**src/rtl/gpio_edge_irq.sv**
```systemverilog
module gpio_edge_irq #(
  parameter int NPINS    = 28,
  parameter int LOW_PINS = 8,
  parameter int DW       = 32
) (
  input  logic                clk,
  input  logic                rst_n,
  input  logic [NPINS-1:0]    pin_in,
  input  logic                bus_wr,
  input  logic [3:0]          bus_addr,
  input  logic [DW-1:0]       bus_wdata,
  output logic [DW-1:0]       bus_rdata,
  output logic [LOW_PINS-1:0] irq_low,
  output logic                irq_high
);
  localparam logic [3:0] OFS_RISE = 4'h0;
  localparam logic [3:0] OFS_FALL = 4'h4;
  localparam logic [3:0] OFS_PEND = 4'h8;

  logic [NPINS-1:0] sync_a, sync_b, last;
  logic [NPINS-1:0] rise_arm, fall_arm, pend;
  logic [NPINS-1:0] hit, clr;

  assign hit = (sync_b & ~last & rise_arm) | (~sync_b & last & fall_arm);
  assign clr = (bus_wr && bus_addr == OFS_PEND) ? bus_wdata[NPINS-1:0] : '0;

  always_ff @(posedge clk or negedge rst_n) begin
    if (!rst_n) begin
      sync_a <= '0;
      sync_b <= '0;
      last   <= '0;
    end else begin
      sync_a <= pin_in;
      sync_b <= sync_a;
      last   <= sync_b;
    end
  end

  always_ff @(posedge clk or negedge rst_n) begin
    if (!rst_n) begin
      rise_arm <= '0;
      fall_arm <= '0;
    end else if (bus_wr) begin
      if (bus_addr == OFS_RISE) rise_arm <= bus_wdata[NPINS-1:0];
      if (bus_addr == OFS_FALL) fall_arm <= bus_wdata[NPINS-1:0];
    end
  end

  always_ff @(posedge clk or negedge rst_n) begin
    if (!rst_n) pend <= '0;
    else        pend <= (pend & ~clr) | hit;
  end

  always_comb begin
    case (bus_addr)
      OFS_RISE: bus_rdata = DW'(rise_arm);
      OFS_FALL: bus_rdata = DW'(fall_arm);
      OFS_PEND: bus_rdata = DW'(pend);
      default:  bus_rdata = '0;
    endcase
  end

  assign irq_low  = pend[LOW_PINS-1:0];
  assign irq_high = |pend[NPINS-1:LOW_PINS];


  pend_drop_chk: assert property (@(posedge clk) disable iff (!rst_n)
    ($past(pend) & ~pend & ~$past(clr)) == '0);


  unarmed_set_chk: assert property (@(posedge clk) disable iff (!rst_n)
    (pend & ~$past(pend) & ~($past(rise_arm) | $past(fall_arm))) == '0);


  clear_all_chk: assert property (@(posedge clk) disable iff (!rst_n)
    (bus_wr && bus_addr == OFS_PEND && (&bus_wdata[NPINS-1:0]))
      |=> (pend & ~$past(hit)) == '0);


  hit_wins_chk: assert property (@(posedge clk) disable iff (!rst_n)
    (pend & $past(hit)) == $past(hit));
endmodule

```
**config.mk**
```make
export PLATFORM = sky130hd
export DESIGN_NAME = gpio_edge_irq
export DESIGN_NICKNAME = d
export VERILOG_FILES = /design/src/rtl/gpio_edge_irq.sv
export SDC_FILE = /design/constraint.sdc
export NUM_CORES = 1
export LEC_CHECK = 0
export BUFFER_PORTS_ARGS = -buffer_cell sky130_fd_sc_hd__buf_2
export CORE_ASPECT_RATIO = 1.25
export CORE_MARGIN = 3
export CORE_UTILIZATION = 60
export DETAILED_ROUTE_END_ITERATION = 16
export PLACE_DENSITY_LB_ADDON = 0.1
export SETUP_SLACK_MARGIN = 0.5
export SLEW_MARGIN = 20
export SYNTH_ARGS = -nofsm -noshare
export SYNTH_HDL_FRONTEND = slang
export SYNTH_SLANG_ARGS = --single-unit
```
**constraint.sdc**
```tcl
create_clock -name clk -period 3.1 [get_ports clk]
set_clock_uncertainty 0.05 [all_clocks]
set_input_delay 0.62 -clock clk [delete_from_list [all_inputs] [get_ports clk]]
set_output_delay 0.62 -clock clk [all_outputs]
set_load 0.01 [all_outputs]
```
After elaboration in Yosys (flattened, before gate mapping)

Cells that the tools add are included.

Reductions and logical operators: 5
Bitwise operators: 10
Muxes and demuxes: 2
Eq/ne operators: 2

Operators with widths:

| kind                                           | number |
|---|---|
| AND 28 bit                                     | 5 |
| NOT 28 bit                                     | 3 |
| one-hot mux 28 bit (3 select lines)            | 1 |
| bitwise OR 28 bit                              | 2 |
| two-way mux 28 bit                             | 1 |
| OR reduction 20 bit                            | 1 |
| == test 4 x 3 -> 1 bit (second input constant) | 1 |
| == test 4 bit (second input constant)          | 1 |
| logical NOT 4 bit                              | 1 |
| AND reduction 2 bit                            | 2 |
| logical AND 1 bit                              | 1 |

Register bits: 168
Logic and storage cells: 25
Input bits: 67
Output and inout bits: 41

Depth between registers and ports, before layout

Word-level depth: 6
Depth in mapped cells: 5

Worst setup path before layout

No wires, ideal clock.

Path kind: input to output
Start: in bus_addr[3]
End: out bus_rdata[0]
Path slack: 737 ps
Required time: 2430 ps
Stages: 5
Arrival: 1693 ps
Cells stage by stage: buf_2 -> nor4b_4 -> clkbuf_1 -> a222oi_1 -> inv_1

Longest elaborated chain between the ends: 2

RTL lines:

| element                                     | RTL line | source |
|---|---|---|
| start, declared                             | 10       | `input logic [3:0] bus_addr,` |
| == test 4 bit, or another cell as far along | 55       | `case (bus_addr)` |
| one-hot mux 28 bit (3 select lines) *       | 55       |  |
| end, declared                               | 12       | `output logic [DW-1:0] bus_rdata,` |

Every way passes the cells marked *; elsewhere a longest branch is shown, timed or not.

Final worst setup path

Start: in bus_addr[0]
End: out bus_rdata[13]

The elaborated chain is that of the path after synthesis.

==> results.toml <==
[die]
die_h_um = 122.7
start_util_pct = 63.05
dieArea_um2 = 12190
die_w_um = 99.34
io_pins = 108
core-area_um2 = 10360
rows = 41

[clock_tree]
cts-root-buf = "clkbuf_16"
cts_tree = "built"
insertion_delay_ns = 0.41
cts_made_buffers = 17
clock_sinks = 168
cts.clk_slew.worst_paths_ns = 0.06
postCtsHoldBufs = 0
h-tree-depth = 4
clockBufferDepth = 2

[synth]
postSynth.asyncResetShare_pct = 100.0
avgSynthCellArea_um2 = 14.14
synth_cells = 462
synth_area_um2 = 6534
synth_edf_count = 0
ys_seq_area_share_pct = 64.34
yosys_warnings = 0
ys_types = 25
ys_ff_latch = 168
synth_top_flop_cell = "dfrtp_1"

[placed_design]
hpwl_um = 8430
port_buffers = 99
gp_congestion = 0.7864

[pwr]
p_sw_share_pct = 24.22
p_leak_nw = 3.886
pwr_density_cell_nw_per_um2 = 667.1
p_comb_share_pct = 9.8
p_seq_share_pct = 50.6
clkPwrFrac_pct = 39.6
ir_drop_uv = 372.2
power_switching_mw = 1.250
cellInternalPower_mw = 3.912

[drt]
drtAntennaViolNets = 0
vias_per_cell = 5.904
first_pass_iters = 8
first_iter_violations = 337
wl_per_cell_um = 19.27
drc = 0
vias = 4204
routed_wl_um = 13720

[setup_path]
critPathArrivalTime_ns = 1.87
cp.required_ns = 2.43
critPathLaunchType = "input pin"
worstSetupEndpointType = "primary output"
crit_type = "in2out"
cp_max_fo = 24

[global_routing]
grt_pass1_vias = 4387
grt_pass1_wl_um = 22070
grt_max_degree = 65
grt_antenna_before_repair = 0
grt-ovfl-total = 0
grt_usage_pct = 23.50

[layout]
drive_above_1_share_pct = 35.16
syn_to_final_growth_pct = 18.44
antenna_cells = 0
fin_nets = 637
postLayoutCoreUtil_pct = 74.68
n_fill_cell = 690

[sta]
setup_viol = 0
rsz0062_at_grt = "false"
slew_violations = 0
layout_min_cycle_time_ns = 2.536
fmax_ghz = 0.3944
worstMarginPinSlew_ns = 0.8205
final-hold-violation-count = 0
setup_tns_ns = 0
slew_headroom_pct = 45.10
fin_crit_sh_pct = 81.80

[outcome]
status = "complete, no violations"

[min_path]
hp-class = "in2async"

[run]
max_cap_violations = 0
## worst max-delay path, stage by stage
cell and delay [ns]:
buf_2 0.19, nor4_4 0.07, buf_4 0.17, buf_12 0.17
a222oi_1 0.39, inv_1 0.10, buf_2 0.15
## final cells by class
| type | count | area [um2] | share of cell area, % |
|---|---|---|---|
| Sequential cell | 168 | 4204 | 54.32 |
| Tap cell | 129 | 161.4 | 2.086 |
| Timing Repair Buffer | 112 | 661.9 | 8.553 |
| Clock inverter | 14 | 147.6 | 1.908 |
| Clock buffer | 18 | 429.2 | 5.546 |
| Multi-Input combinational cell | 215 | 1924 | 24.87 |
| Inverter | 56 | 210.2 | 2.716 |
## logic make-up after synthesis
group | count (synthesis) | share of synthesized area [%]
simple gates | 71 | 7.162
flops | 168 | 64.34
other cells | 1 | 0.05739
mux | 56 | 10.80
buf+inv | 82 | 6.377
compound gates | 84 | 11.26
## path summary, 6_finish.rpt
kind / from / endpoint / slack [ns] / cells after the start
worst max-delay path: bus_addr[0] / bus_rdata[13] / 0.56 / 7
worst min-delay path: rst_n / pend[2] / 0.14 / 1
worst max register to register: pend[13] / pend[13] / 2.13 / 3
worst min register to register: sync_a[8] / sync_b[8] / 0.30 / 0
max in group asynchronous: rst_n / rise_arm[0] / 2.13 / 2
min in group clk: pin_in[6] / sync_a[6] / 0.25 / 1
## flip-flops by register name (all words and copies together), names as in the netlist
signal / flops
fall_arm: 28
rise_arm: 28
sync_a: 28
last: 28
sync_b: 28
pend: 28
## cells in the final DEF, fill, tap and decap left out, types with 2 or more instances in the layout
| cell | count |
|---|---|
| a21o_1 | 28 |
| conb_1 | 4 |
| clkinv_4 | 2 |
| buf_12 | 3 |
| buf_6 | 3 |
| mux2_2 | 36 |
| nand2_1 | 28 |
| o221ai_1 | 28 |
| mux2_4 | 20 |
| nand3b_1 | 29 |
| clkinv_2 | 4 |
| clkbuf_16 | 18 |
| bufinv_16 | 2 |
| inv_1 | 56 |
| inv_6 | 4 |
| buf_2 | 98 |
| dfrtp_1 | 168 |
| buf_4 | 7 |
| clkinvlp_4 | 2 |
| a222oi_1 | 28 |
| nor4_1 | 5 |
| nor4b_4 | 2 |
## repair_timing
| action | 4_1_cts | 5_1_grt |
|---|---|---|
| buffers inserted | 0 | 3 |
| gates resized for setup | 0 | 2 |
| hold endpoints to repair | 0 | 0 |
| endpoints found under the setup margin | 0 | 15 |
## per-stage QoR
stage,cells,power [mW],hold slack [ns],worst slack (ns),area [um2]
floorplan,465,2.924,0.2744,0.7367,6545
global placement,676,3.101,0.2817,0.5377,7107
detailed placement,676,3.142,0.2862,0.5211,7107
CTS,708,5.191,0.1549,0.5066,7684
global route,712,5.368,0.1702,0.5154,7739
finish,712,5.162,0.1381,0.5642,7739
## per-layer routing
metal | wire length, um | vias to the layer above | GRT usage, %
li1 | - | 1880 | -
met1 | 5584 | 2150 | 30.27
met2 | 7054 | 152 | 39.71
met3 | 809 | 22 | 5.003
met4 | 272 | 0 | 8.284
met5 | 0 | - | 0
## Yosys cell counts, types with 2 or more instances
library cell / count / area (um2)
a21o_1: 28 / 210.2
buf_4: 12 / 90.09
buf_2: 5 / 25.02
buf_12: 2 / 40.04
mux2_2: 36 / 405.4
o221ai_1: 28 / 245.2
nor4_1: 5 / 31.28
buf_6: 2 / 22.52
mux2_4: 20 / 300.3
nor4b_4: 2 / 47.55
inv_1: 56 / 210.2
dfrtp_1: 168 / 4204
a222oi_1: 28 / 280.3
nand3b_1: 29 / 217.7
nand2_1: 28 / 105.1
clkbuf_1: 4 / 15.01
## power by group through the flow
stage,Sequential (mW),Combinational [mW],Clock (mW)
2_1_floorplan,2.59,0.338,0
3_3_place_gp,2.62,0.482,0
3_5_place_dp,2.64,0.505,0
4_1_cts,2.61,0.512,2.07
5_1_grt,2.64,0.562,2.17
6_report,2.61,0.508,2.04
(Power assumes the default switching activity.)
